**src/rtl/lim_irq_pkg.sv**
```systemverilog
package lim_irq_pkg;
  localparam int unsigned ADDR_W      = 6;
  localparam int unsigned CFG_EN_BIT  = 1;
  localparam int unsigned CFG_CLR_BIT = 3;
  localparam logic [ADDR_W-1:0] ADDR_CFG     = 6'h00;
  localparam logic [ADDR_W-1:0] ADDR_STAT    = 6'h01;
  localparam logic [ADDR_W-1:0] ADDR_HI_BASE = 6'h10;
  localparam logic [ADDR_W-1:0] ADDR_LO_BASE = 6'h20;
endpackage

```
**src/rtl/lim_irq_regs.sv**
```systemverilog
module lim_irq_regs
  import lim_irq_pkg::*;
#(
  parameter int unsigned NUM_CH = 8,
  parameter int unsigned DATA_W = 12
) (
  input  logic              clk_i,
  input  logic              rst_ni,
  input  logic              wr_i,
  input  logic [ADDR_W-1:0] addr_i,
  input  logic [DATA_W-1:0] wdata_i,
  output logic              cfg_en_o,
  output logic              cfg_clr_o,
  output logic [DATA_W-1:0] hi_o [NUM_CH],
  output logic [DATA_W-1:0] lo_o [NUM_CH]
);
  always_ff @(posedge clk_i or negedge rst_ni) begin
    if (!rst_ni) begin
      cfg_en_o  <= 1'b0;
      cfg_clr_o <= 1'b0;
      for (int c = 0; c < NUM_CH; c++) begin
        hi_o[c] <= '1;
        lo_o[c] <= '0;
      end
    end else if (wr_i) begin
      if (addr_i == ADDR_CFG) begin
        cfg_en_o  <= wdata_i[CFG_EN_BIT];
        cfg_clr_o <= wdata_i[CFG_CLR_BIT];
      end
      for (int c = 0; c < NUM_CH; c++) begin
        if (addr_i == ADDR_HI_BASE + ADDR_W'(c)) hi_o[c] <= wdata_i;
        if (addr_i == ADDR_LO_BASE + ADDR_W'(c)) lo_o[c] <= wdata_i;
      end
    end
  end
endmodule

```
**src/rtl/lim_irq_cmp.sv**
```systemverilog
module lim_irq_cmp #(
  parameter int unsigned NUM_CH = 8,
  parameter int unsigned DATA_W = 12,
  localparam int unsigned CH_W  = $clog2(NUM_CH),
  localparam int unsigned TEMP_CH = NUM_CH - 1
) (
  input  logic              valid_i,
  input  logic [CH_W-1:0]   ch_i,
  input  logic [DATA_W-1:0] data_i,
  input  logic [DATA_W-1:0] hi_i [NUM_CH],
  input  logic [DATA_W-1:0] lo_i [NUM_CH],
  output logic [NUM_CH-1:0] viol_o
);
  for (genvar g = 0; g < NUM_CH; g++) begin : g_ch
    logic flt;
    if (g == TEMP_CH) begin : g_temp
      assign flt = data_i > hi_i[g];
    end else begin : g_volt
      assign flt = (data_i > hi_i[g]) || (data_i <= lo_i[g]);
    end
    assign viol_o[g] = valid_i && (ch_i == CH_W'(g)) && flt;
  end
endmodule

```
**src/rtl/lim_irq_stat.sv**
```systemverilog
module lim_irq_stat #(
  parameter int unsigned NUM_CH = 8
) (
  input  logic              clk_i,
  input  logic              rst_ni,
  input  logic [NUM_CH-1:0] set_i,
  input  logic              clr_i,
  output logic [NUM_CH-1:0] stat_o
);
  // set beats clear-on-read in the same cycle
  always_ff @(posedge clk_i or negedge rst_ni) begin
    if (!rst_ni)    stat_o <= '0;
    else if (clr_i) stat_o <= set_i;
    else            stat_o <= stat_o | set_i;
  end
endmodule

```
**src/rtl/lim_irq_ctrl.sv**
```systemverilog
module lim_irq_ctrl
  import lim_irq_pkg::*;
#(
  parameter int unsigned NUM_CH = 8,
  parameter int unsigned DATA_W = 12,
  localparam int unsigned CH_W  = $clog2(NUM_CH)
) (
  input  logic              clk_i,
  input  logic              rst_ni,
  input  logic              smp_valid_i,
  input  logic [CH_W-1:0]   smp_ch_i,
  input  logic [DATA_W-1:0] smp_data_i,
  input  logic              reg_wr_i,
  input  logic              reg_rd_i,
  input  logic [ADDR_W-1:0] reg_addr_i,
  input  logic [DATA_W-1:0] reg_wdata_i,
  output logic [DATA_W-1:0] reg_rdata_o,
  output logic              irq_no,
  output logic              irq_oe_o
);
  logic              cfg_en, cfg_clr, rd_stat, irq_act;
  logic [DATA_W-1:0] hi_lim [NUM_CH];
  logic [DATA_W-1:0] lo_lim [NUM_CH];
  logic [NUM_CH-1:0] viol, stat_q;

  lim_irq_regs #(.NUM_CH(NUM_CH), .DATA_W(DATA_W)) i_regs (
    .clk_i, .rst_ni,
    .wr_i(reg_wr_i), .addr_i(reg_addr_i), .wdata_i(reg_wdata_i),
    .cfg_en_o(cfg_en), .cfg_clr_o(cfg_clr),
    .hi_o(hi_lim), .lo_o(lo_lim)
  );

  lim_irq_cmp #(.NUM_CH(NUM_CH), .DATA_W(DATA_W)) i_cmp (
    .valid_i(smp_valid_i), .ch_i(smp_ch_i), .data_i(smp_data_i),
    .hi_i(hi_lim), .lo_i(lo_lim), .viol_o(viol)
  );

  assign rd_stat = reg_rd_i && (reg_addr_i == ADDR_STAT);

  lim_irq_stat #(.NUM_CH(NUM_CH)) i_stat (
    .clk_i, .rst_ni, .set_i(viol), .clr_i(rd_stat), .stat_o(stat_q)
  );

  always_comb begin
    reg_rdata_o = '0;
    if (reg_addr_i == ADDR_CFG) begin
      reg_rdata_o[CFG_EN_BIT]  = cfg_en;
      reg_rdata_o[CFG_CLR_BIT] = cfg_clr;
    end else if (reg_addr_i == ADDR_STAT) begin
      reg_rdata_o = DATA_W'(stat_q);
    end
    for (int c = 0; c < NUM_CH; c++) begin
      if (reg_addr_i == ADDR_HI_BASE + ADDR_W'(c)) reg_rdata_o = hi_lim[c];
      if (reg_addr_i == ADDR_LO_BASE + ADDR_W'(c)) reg_rdata_o = lo_lim[c];
    end
  end

  // clear bit blocks the path, it does not acknowledge
  assign irq_act  = cfg_en && !cfg_clr && (|stat_q);
  assign irq_no   = !irq_act;
  assign irq_oe_o = irq_act;
endmodule

```
**config.mk**
```make
export PLATFORM = sky130hd
export DESIGN_NAME = lim_irq_ctrl
export DESIGN_NICKNAME = d
export VERILOG_FILES = /design/src/rtl/lim_irq_pkg.sv /design/src/rtl/lim_irq_regs.sv /design/src/rtl/lim_irq_cmp.sv /design/src/rtl/lim_irq_stat.sv /design/src/rtl/lim_irq_ctrl.sv
export SDC_FILE = /design/constraint.sdc
export NUM_CORES = 1
export LEC_CHECK = 0
export ABC_AREA = 1
export BUFFER_PORTS_ARGS = -buffer_cell sky130_fd_sc_hd__buf_4
export CAP_MARGIN = 20
export CELL_PAD_IN_SITES_DETAIL_PLACEMENT = 2
export CELL_PAD_IN_SITES_GLOBAL_PLACEMENT = 2
export CORE_UTILIZATION = 30
export DETAILED_ROUTE_END_ITERATION = 12
export PLACE_DENSITY = 0.68
export SLEW_MARGIN = 15
export SYNTH_ARGS = -nofsm -noshare
export SYNTH_HDL_FRONTEND = slang
export SYNTH_SLANG_ARGS = --single-unit
```
**constraint.sdc**
```tcl
create_clock -name clk_i -period 1.8 [get_ports clk_i]
set_input_delay 0.27 -clock clk_i [delete_from_list [all_inputs] [get_ports clk_i]]
set_output_delay 0.27 -clock clk_i [all_outputs]
set_load 0.03 [all_outputs]
```
==> results of run 1 <==
==> synthesized netlist by cell type <==
library cell	count	area [sq um]
nand3b_1	4	30.0
clkinv_1	1	3.75
o311ai_0	3	26.3
dfstp_2	96	2520
o211ai_1	11	82.6
buf_4	2	15.0
nor2_2	6	37.5
nand3_2	3	30.0
inv_2	5	18.8
inv_1	238	893
dfrtp_1	106	2650
nor3_2	2	20.0
ha_1	180	2250
nor2_4	6	67.6
o21ai_0	216	1080
buf_6	2	22.5
o21ai_1	25	125
nor2_1	96	360
nand4_1	67	419
a21oi_1	100	500
nand2_2	3	18.8
o21a_1	1	7.51
nand2_1	447	1680
o41ai_1	1	8.76
buf_2	9	45.0
nand3_1	47	235
a211oi_1	3	22.5
o2111ai_1	5	43.8
clkbuf_1	46	173
nor4_1	3	18.8
nor3_1	7	35.0
a31oi_1	1	6.26
o221ai_1	3	26.3
==> path summary, 6_finish.rpt <==
path,startpoint,end,slack [ns]
min in group asynchronous,rst_ni,i_regs.lo_o[21],0.23
min,smp_ch_i[0],i_stat.stat_o[2],0.05
max reg2reg,i_regs.hi_o[69],i_stat.stat_o[2],-0.33
max,i_regs.hi_o[81],reg_rdata_o[9],-0.86
max in group asynchronous,rst_ni,i_regs.hi_o[58],0.88
min reg2reg,i_regs.hi_o[64],i_regs.hi_o[64],0.48
==> final cells by class <==
class,instances,area share
Clock buffer,36,0.0407
Clock inverter,13,0.00503
Inverter,244,0.0499
Multi-Input combinational cell,1240,0.433
Sequential cell,202,0.278
Tap cell,592,0.0397
Timing Repair Buffer,327,0.154
==> flip-flops by register name (all words and copies together) (netlist names) <==
signal	count
i_stat.stat_o	8
i_regs.hi_o	96
i_regs.cfg_clr_o	1
i_regs.cfg_en_o	1
i_regs.lo_o	96
==> where the power goes <==
part / total, mW / internal (mW) / leakage [nW] / switching (mW)
Sequential: 5.81 / 5.35 / 2.38 / 0.466
Clock: 5.35 / 3.09 / 0.435 / 2.26
Combinational: 4.81 / 2.07 / 5.50 / 2.75
Total: 16.0 / 10.5 / 8.32 / 5.47
==> metal layers <==
| layer | part of all wire | routed length, um |
|---|---|---|
| met2 | 0.52 | 33500 |
| met4 | 0.031 | 2010 |
| met5 | 0 | 0 |
| met1 | 0.42 | 27500 |
| met3 | 0.026 | 1660 |
==> critical path: cells and delay by family, from the launching register on <==
| family | cells | cell delay (ns) |
|---|---|---|
| buffers and inverters | 3 | 0.31 |
| DFF | 1 | 0.37 |
| and+or+nand+nor | 9 | 1.13 |
==> timing repair <==
action,in CTS,in global routing
pin swaps,68,81
gates cloned,0,0
setup buffers,8,8
hold buffers,1,0
endpoints found under the setup margin,22,22
gates resized for setup,151,87
hold endpoints to repair,24,0
==> stage by stage <==
stage	hold slack, ns	util
2_1_floorplan	-0.0256	-
3_3_place_gp	0.261	0.377
3_5_place_dp	0.260	0.377
4_1_cts	0.0276	0.412
5_1_grt	0.0584	0.421
6_report	0.0479	0.421
==> cell families (layout without fill, tap and decap cells) <==
group	Yosys count	count (layout)	synth area share
AOI/OAI and AO/OA	369	369	0.143
adders and majority gates	180	180	0.167
buffers and inverters	303	620	0.0869
DFF	202	202	0.384
and+or+nand+nor	691	691	0.219
==> reports/results.ini, run 1 <==
[timing]
finalSetupViolCount = 21
tightest_slew_ns = 0.595
fin_ws_ns = -0.856
fin_crit_sh = 1.48
fin_setup_tns_ns = -10.97
hold_violations = 0
drv_slew = 0
rsz0062_at_grt = yes
finClkSkew_ns = 0.00735
relSlewSlack = 0.602
min_period_ns = 2.66
fmax_mhz = 377

[setup_path]
worst_r2r_path_depth = 10
path_max_fanout = 2
crit_type = reg -> out
start_kind = flop
slowest_delay_ns = 0.37
crit_arrival_ns = 2.39
cpMaxStageDelayCell = dfstp_2
crit_path_cell_trace = inv_2 > buf_4 > nor2_1 > nor2_1 > nand3_1 > nand2_1 > nand3_2 > nor3_4 > nand4_1 > nor2_2 > nand3_2 > buf_6
crit_path_end_kind = primary output
critPathRequiredTime_ns = 1.53

[power_and_ir_drop]
total_power_mw = 16.0
peakVddDrop_mv = 0.654
leakage_nw = 8.32
power_density_mw_per_mm2 = 857

[grt]
gr-total-overflow = 0
top_usage_layer = met2
grt_max_degree = 44
grtUsageMet1 = 0.341
antenna_found_initial = 3
grt_pass1_wl_um = 95600
gr-usage-met2 = 0.517
grt_use_total = 0.278
grtUsageMet3 = 0.0237
grt_pass1_vias = 15500

[placed_design]
place_ws_ns = -0.918
io_buffer_count = 51
dpl_cell_area_sq_mm = 0.0167
dp_cells = 2591
hpwl_um = 47000
globalplace.congestion = 0.868

[yosys]
yosysSeqAreaShare = 0.384
syn_area_sq_mm = 0.0135
syn_nets = 1963
yosysWarnings = 0
syn_inst = 1745
ys_types = 33
synth-seq-cells = 202
avgSynthCellArea_sq_um = 7.72

[route]
route.vias.total = 13800
totalWireLength_um = 64700
postRouteAntennaNets = 0
drtIter0Drc = 584
vias_per_cell = 5.21
avgRoutedWirePerCell_um = 24.4
dr.pass1.iters = 5
remaining_drc_errors = 0

[clock_tree]
clock_latency_ns = 0.56
cts_tree = yes
cts_buffers = 27
max-clock-path-buffers = 3
root_buffer = clkbuf_16
clk_pin_slew_worst_paths_ns = 0.06
h-tree-depth = 1
numClockSinks = 202

[cells_and_area]
area_delta_synth_final_pct = 38.3
finalNonFillerCells = 2654
seqCellArea_sq_mm = 0.00517
fill_cells = 4902
mostFrequentLayoutCells = 428 x nand2_1, 278 x buf_4, 200 x inv_1
multi_input_area_sq_mm = 0.00807
final_cell_area_sq_mm = 0.0186
drive_above_1_share = 0.321
final_common_cell = nand2_1
nets = 2260
antennaDiodeCount = 0

[die]
core-area_sq_mm = 0.0442
ios = 52
die_x_um = 214
dieArea_sq_mm = 0.0458
initial_core_util = 0.305
die_h_um = 214
rows = 77

[hold_path]
holdCritPathClass = in -> reg
min_path_cells = 4

[job]
cap_violations = 0

[outcome]
status = complete, but fails checks
violations = setup timing

Power figures use the tool's default switching activity.
==> run 2, diff against run 1 <==
--- a/config.mk
+++ b/config.mk
@@ -12,7 +12,7 @@
 export CELL_PAD_IN_SITES_GLOBAL_PLACEMENT = 2
 export CORE_UTILIZATION = 30
 export DETAILED_ROUTE_END_ITERATION = 12
-export PLACE_DENSITY = 0.68
+export PLACE_DENSITY = 0.66
 export SLEW_MARGIN = 15
 export SYNTH_ARGS = -nofsm -noshare
 export SYNTH_HDL_FRONTEND = slang
==> constraint.sdc (replaced) <==
create_clock -name clk_i -period 3.14 [get_ports clk_i]
set_input_delay 0.471 -clock clk_i [delete_from_list [all_inputs] [get_ports clk_i]]
set_output_delay 0.471 -clock clk_i [all_outputs]
set_load 0.03 [all_outputs]
==> run 2 against run 1 <==
  * The flow now finishes without violations
  * Global-route usage decreased by 2.2 points
  * Via count decreased by 8.7%
  * Core utilization decreased by 6.4 points
  * First-iteration DRC count increased by 15%
  * Critical path depth increased by 1
  * Flip-flop and latch count unchanged
  * Sequential share of layout area increased by 4.9 points
  * Count of clock-buffer cells in the layout increased by 12
  * Non-clock buffer count decreased by 218
  * Total power decreased by 47%
  * Sequential power decreased by 42%
  * Combinational power decreased by 62%
  * Highest routed layer unchanged
==> reports/results.ini, run 2 (synthesized netlist as in run 1, its figures left out) <==
[die]
ios = 52  ; unchanged
core-area_sq_mm = 0.0442  ; unchanged
die_h_um = 214  ; unchanged
rows = 77  ; unchanged
initial_core_util = 0.305  ; unchanged
die_x_um = 214  ; unchanged
dieArea_sq_mm = 0.0458  ; unchanged

[grt]
grt_pass1_vias = 13700  ; was 15500
grt_use_total = 0.256  ; was 0.278
antenna_found_initial = 3  ; unchanged
grt_pass1_wl_um = 87100  ; was 95600 um
gr-total-overflow = 0  ; unchanged
grt_max_degree = 96  ; was 44

[route]
dr.pass1.iters = 5  ; unchanged
remaining_drc_errors = 0  ; unchanged
postRouteAntennaNets = 0  ; unchanged
vias_per_cell = 5.17  ; was 5.21
avgRoutedWirePerCell_um = 24.0  ; was 24.4 um
drtIter0Drc = 673  ; was 584
route.vias.total = 12600  ; was 13800
totalWireLength_um = 58500  ; was 64700 um

[job]
cap_violations = 0  ; unchanged

[cells_and_area]
mostFrequentLayoutCells = 446 x nand2_1, 238 x inv_1, 216 x o21ai_0  ; was 428 x nand2_1, 278 x buf_4, 200 x inv_1
final_common_cell = nand2_1  ; unchanged
antennaDiodeCount = 0  ; unchanged
top_regs = i_regs.hi_o (96), i_regs.lo_o (96), i_stat.stat_o (8)  ; unchanged
area_delta_synth_final_pct = 17.4  ; was 38.3%
nets = 2044  ; was 2260
final_cell_area_sq_mm = 0.0158  ; was 0.0186 sq mm
drive_above_1_share = 0.154  ; was 0.321

[power_and_ir_drop]
peakVddDrop_mv = 0.407  ; was 0.654 mV
leakage_nw = 6.95  ; was 8.32 nW
power_density_mw_per_mm2 = 535  ; was 857 mW/mm^2
total_power_mw = 8.47  ; was 16.0 mW

[clock_tree]
cts_tree = yes  ; unchanged
clock_latency_ns = 0.58  ; was 0.56 ns
h-tree-depth = 1  ; unchanged
clk_pin_slew_worst_paths_ns = 0.06  ; about the same
root_buffer = clkbuf_16  ; unchanged
max-clock-path-buffers = 3  ; unchanged
numClockSinks = 202  ; unchanged
cts_buffers = 29  ; was 27

[placed_design]
dpl_cell_area_sq_mm = 0.0148  ; was 0.0167 sq mm
hpwl_um = 41200  ; was 47000 um
globalplace.congestion = 0.861  ; was 0.868
io_buffer_count = 51  ; unchanged

[setup_path]
critPathRequiredTime_ns = 2.67  ; was 1.53 ns
crit_path_end_kind = primary output  ; unchanged
crit_arrival_ns = 2.63  ; was 2.39 ns
path_max_fanout = 2  ; unchanged
reg2reg_slack_ns = 0.71  ; was -0.33 ns
crit_type = reg -> out  ; unchanged
start_kind = flop  ; unchanged

[outcome]
status = complete, no violations  ; was complete, but fails checks

[timing]
tightest_slew_ns = 1.10  ; was 0.595 ns
min_period_ns = 3.10
rsz0062_at_grt = yes  ; unchanged
finClkSkew_ns = 0.0123  ; was 0.00735 ns
finalSetupViolCount = 0  ; was 21
hold_violations = 0  ; unchanged
drv_slew = 0  ; unchanged
fin_crit_sh = 0.988
fmax_mhz = 322
relSlewSlack = 0.259  ; was 0.602

[hold_path]
holdCritPathClass = in -> reg  ; unchanged

==> run 2: layout make-up <==
class / count / area, sq um
Clock buffer: 48 / 907
Clock inverter: 5 / 25.0
Fill cell: 5093 / 28400
Inverter: 244 / 916
Multi-Input combinational cell: 1240 / 7170
Sequential cell: 202 / 5170
Tap cell: 592 / 741
Timing Repair Buffer: 109 / 886
==> run 2: repair_timing <==
action,CTS,global route
pin swaps,1,10
endpoints found under the setup margin,3,8
hold buffers,1,0
setup buffers,2,8
resized for setup,3,10
endpoints found under the hold margin,11,0
==> run 2: per-layer routing <==
layer	vias to the layer above	wire [um]	track usage
li1	5945	-	-
met1	6361	26100	0.325
met2	216	28000	0.442
met3	99	2250	0.0367
met4	0	2130	0.0902
met5	-	0	0
==> run 2: path summary, 6_finish.rpt <==
path,start,to,depth (start not counted)
max,i_regs.cfg_en_o,reg_rdata_o[1],13
min in group asynchronous,rst_ni,i_regs.lo_o[9],2
max reg2reg,i_regs.hi_o[87],i_stat.stat_o[0],10
min,reg_wdata_i[1],i_regs.hi_o[25],3
max in group asynchronous,rst_ni,i_regs.hi_o[13],3
min reg2reg,i_regs.hi_o[64],i_regs.hi_o[64],2
==> run 2: where the power goes <==
part / internal, mW / switching (mW) / leakage [nW] / total, mW
combinational: 0.667 / 1.18 / 4.10 / 1.84
clock: 1.94 / 1.30 / 0.465 / 3.24
sequential: 3.07 / 0.317 / 2.38 / 3.39
total: 5.68 / 2.79 / 6.95 / 8.47
==> run 2: metrics by stage <==
stage               std cells   util  hold WS, ns  setup slack (ns)  TNS (ns)
finish                   2440  0.358        0.184            0.0385         0
floorplan                1745      -        0.175             0.841         0
global route             2440  0.358        0.202           -0.0715    -0.143
CTS                      2432  0.356        0.162           -0.0195   -0.0195
detailed placement       2376  0.334        0.471           -0.0825    -0.230
global placement         2376  0.334        0.461           -0.0890    -0.190
==> run 2: critical path, stage by stage, from the launching register on <==
cell and delay [ns]:
dfrtp_1 0.38, inv_1 0.08, nand2_1 0.07, nand4_1 0.06, nand2_1 0.07, nand2_1 0.11
nand4_1 0.14, nand2_1 0.12, nand4_1 0.13, nor2_1 0.18, nand4_1 0.22, nor2_2 0.17
nand4_1 0.12, buf_4 0.19
==> run 3, diff against run 2 <==
--- a/config.mk
+++ b/config.mk
@@ -6,13 +6,14 @@
 export NUM_CORES = 1
 export LEC_CHECK = 0
 export ABC_AREA = 1
+export ABC_CLOCK_PERIOD_IN_PS = 3140
 export BUFFER_PORTS_ARGS = -buffer_cell sky130_fd_sc_hd__buf_4
 export CAP_MARGIN = 20
 export CELL_PAD_IN_SITES_DETAIL_PLACEMENT = 2
 export CELL_PAD_IN_SITES_GLOBAL_PLACEMENT = 2
-export CORE_UTILIZATION = 30
+export CORE_UTILIZATION = 41
 export DETAILED_ROUTE_END_ITERATION = 12
-export PLACE_DENSITY = 0.66
+export PLACE_DENSITY = 0.86
 export SLEW_MARGIN = 15
 export SYNTH_ARGS = -nofsm -noshare
 export SYNTH_HDL_FRONTEND = slang
==> run 3 against run 2 <==
  * Clock power is 2% higher
  * Register-to-register slack worse by 0.16 ns
  * Maximum frequency is 2.6% higher
  * Highest routed layer unchanged
  * Global-route usage is 10 points higher
  * Flip-flop and latch count stayed put
  * Worst hold slack better by 0.11 ns
  * First-iteration DRC count is 12% higher
==> reports/results.ini, run 3 (synthesized netlist as in run 1, its figures left out) <==
[power_and_ir_drop]
total_power_mw = 8.67  ; was 8.47 mW
leakage_nw = 6.77  ; was 6.95 nW
power_density_mw_per_mm2 = 565  ; was 535 mW/mm^2
peakVddDrop_mv = 0.361  ; was 0.407 mV

[placed_design]
io_buffer_count = 51  ; unchanged
hpwl_um = 40300  ; was 41200 um
globalplace.congestion = 0.894  ; was 0.861

[cells_and_area]
top_regs = i_regs.hi_o (96), i_regs.lo_o (96), i_stat.stat_o (8)  ; unchanged
seqCellArea_sq_mm = 0.00517  ; unchanged
nets = 2010  ; was 2044
antennaDiodeCount = 0  ; unchanged
area_delta_synth_final_pct = 13.8  ; was 17.4%
final_common_cell = nand2_1  ; unchanged
fill_cells = 3697  ; was 5093
mostFrequentLayoutCells = 447 x nand2_1, 238 x inv_1, 216 x o21ai_0  ; was 446 x nand2_1, 238 x inv_1, 216 x o21ai_0
drive_above_1_share = 0.134  ; was 0.154
multi_input_area_sq_mm = 0.00716  ; was 0.00717 sq mm

[clock_tree]
cts_tree = yes  ; unchanged
max-clock-path-buffers = 3  ; unchanged
clk_pin_slew_worst_paths_ns = 0.06  ; about the same
h-tree-depth = 1  ; unchanged
numClockSinks = 202  ; unchanged
root_buffer = clkbuf_16  ; unchanged
cts_buffers = 26  ; was 29
clock_latency_ns = 0.55  ; was 0.58 ns

[timing]
finalSetupViolCount = 0  ; unchanged
relSlewSlack = 0.242  ; was 0.259
rsz0062_at_grt = yes  ; unchanged
holdWs_ns = 0.291  ; was 0.184 ns
finClkSkew_ns = 0.00951  ; was 0.0123 ns
min_period_ns = 3.02  ; was 3.10 ns
fin_crit_sh = 0.963  ; was 0.988
hold_violations = 0  ; unchanged
tightest_slew_ns = 1.14  ; was 1.10 ns
drv_slew = 0  ; unchanged
fin_setup_tns_ns = 0  ; unchanged
fmax_mhz = 331  ; was 322 MHz

[grt]
antenna_found_initial = 0  ; was 3
grt_use_total = 0.359  ; was 0.256
grt_max_degree = 69  ; was 96
gr-total-overflow = 0  ; unchanged
grt_pass1_vias = 14700  ; was 13700
grt_pass1_wl_um = 89800  ; was 87100 um

[route]
drtIter0Drc = 752  ; was 673
remaining_drc_errors = 0  ; unchanged
dr.pass1.iters = 5  ; unchanged
vias_per_cell = 5.89  ; was 5.17
route.vias.total = 13300  ; was 12600
avgRoutedWirePerCell_um = 26.7  ; was 24.0 um
totalWireLength_um = 60100  ; was 58500 um
postRouteAntennaNets = 0  ; unchanged

[setup_path]
worst_r2r_path_depth = 11  ; was 10
crit_path_cell_trace = inv_1 > nor2_1 > nor2_1 > nand3_1 > nand2_1 > nand4_1 > nor2_1 > nand4_1 > nor2_1 > nand4_1 > buf_4  ; was inv_1 > nand2_1 > nand4_1 > nand2_1 > nand2_1 > nand4_1 > nand2_1 > nand4_1 > nor2_1 > nand4_1 > nor2_2 > nand4_1 > buf_4
critPathRequiredTime_ns = 2.67  ; about the same
start_kind = flop  ; unchanged
crit_path_end_kind = primary output  ; unchanged
path_max_fanout = 2  ; unchanged
crit_type = reg -> out  ; unchanged
slowest_delay_ns = 0.38  ; about the same
crit_path_frequent_cell = nor2_1  ; was nand4_1
cpMaxStageDelayCell = dfrtp_1  ; unchanged
crit_arrival_ns = 2.55  ; was 2.63 ns

[outcome]
status = complete, no violations  ; unchanged

[job]
cap_violations = 0  ; unchanged

[die]
rows = 66  ; was 77
die_x_um = 183  ; was 214 um
ios = 52  ; unchanged
core-area_sq_mm = 0.0325  ; was 0.0442 sq mm
die_h_um = 183  ; was 214 um
initial_core_util = 0.415  ; was 0.305
dieArea_sq_mm = 0.0336  ; was 0.0458 sq mm

[hold_path]
holdCritPathClass = in -> reg  ; unchanged
min_path_cells = 4  ; was 3

run 3: cell types whose count changed in the layout (fill, tap and decap cells not counted), moves of 3 or more:
cell / previous run / this run
buf_4: 101 / 72
nor2_2: 12 / 4
nor2_1: 90 / 96
clkbuf_8: 11 / 6
bufinv_16: 0 / 4
clkbuf_1: 8 / 5
run 3: layout make-up:
class / instances / share of cell area
Clock inverter: 11 / 0.0101
Clock buffer: 37 / 0.0498
Inverter: 244 / 0.0597
Sequential cell: 202 / 0.337
Tap cell: 442 / 0.0360
Timing Repair Buffer: 78 / 0.0405
Multi-Input combinational cell: 1240 / 0.467
run 3: path summary, 6_finish.rpt:
| check | startpoint | endpoint | slack [ns] |
|---|---|---|---|
| setup / recovery | i_regs.lo_o[89] | reg_rdata_o[5] | 0.12 |
| hold / removal | smp_ch_i[0] | i_stat.stat_o[0] | 0.29 |
| setup reg to reg | i_regs.hi_o[83] | i_stat.stat_o[1] | 0.55 |
| hold reg to reg | i_regs.hi_o[64] | i_regs.hi_o[64] | 0.48 |
| max in group asynchronous | rst_ni | i_regs.hi_o[35] | 1.73 |
| min in group asynchronous | rst_ni | i_regs.lo_o[68] | 0.53 |
run 3: timing repair:
action / 4_1_cts / 5_1_grt
hold buffers: 1 / 0
endpoints found under the hold margin: 34 / 0
setup buffers: 0 / 2
endpoints found under the setup margin: 1 / 8
pin swaps: 0 / 1
gates resized for setup: 1 / 5
run 3: metal layers:
metal / vias up / routed length, um / GRT usage / share of wire
met2: 386 / 30200 / 0.641 / 0.50
li1: 5879 / - / - / -
met5: - / 0 / 0 / 0
met1: 6818 / 24000 / 0.418 / 0.40
met3: 202 / 2450 / 0.0494 / 0.041
met4: 0 / 3400 / 0.185 / 0.057
run 3: critical path, delay by kind of cell (launching register included):
family / cells / cell delay (ns)
and+or+nand+nor: 9 / 1.23
DFF: 1 / 0.38
buffers and inverters: 2 / 0.38
run 3: stage by stage:
step	util	setup slack, ns	std cells	area [sq um]
floorplan	-	0.841	1745	13500
global placement	0.443	0.125	2202	14400
detailed placement	0.443	0.0242	2202	14400
CTS	0.471	0.0806	2251	15300
global route	0.473	-0.0376	2254	15300
finish	0.473	0.117	2254	15300
run 3: power by group:
group	internal, mW	switching, mW	total (mW)	leakage, nW
clock	2.01	1.30	3.31	0.458
sequential	3.07	0.345	3.41	2.38
combinational	0.662	1.28	1.94	3.93
total	5.74	2.93	8.67	6.77
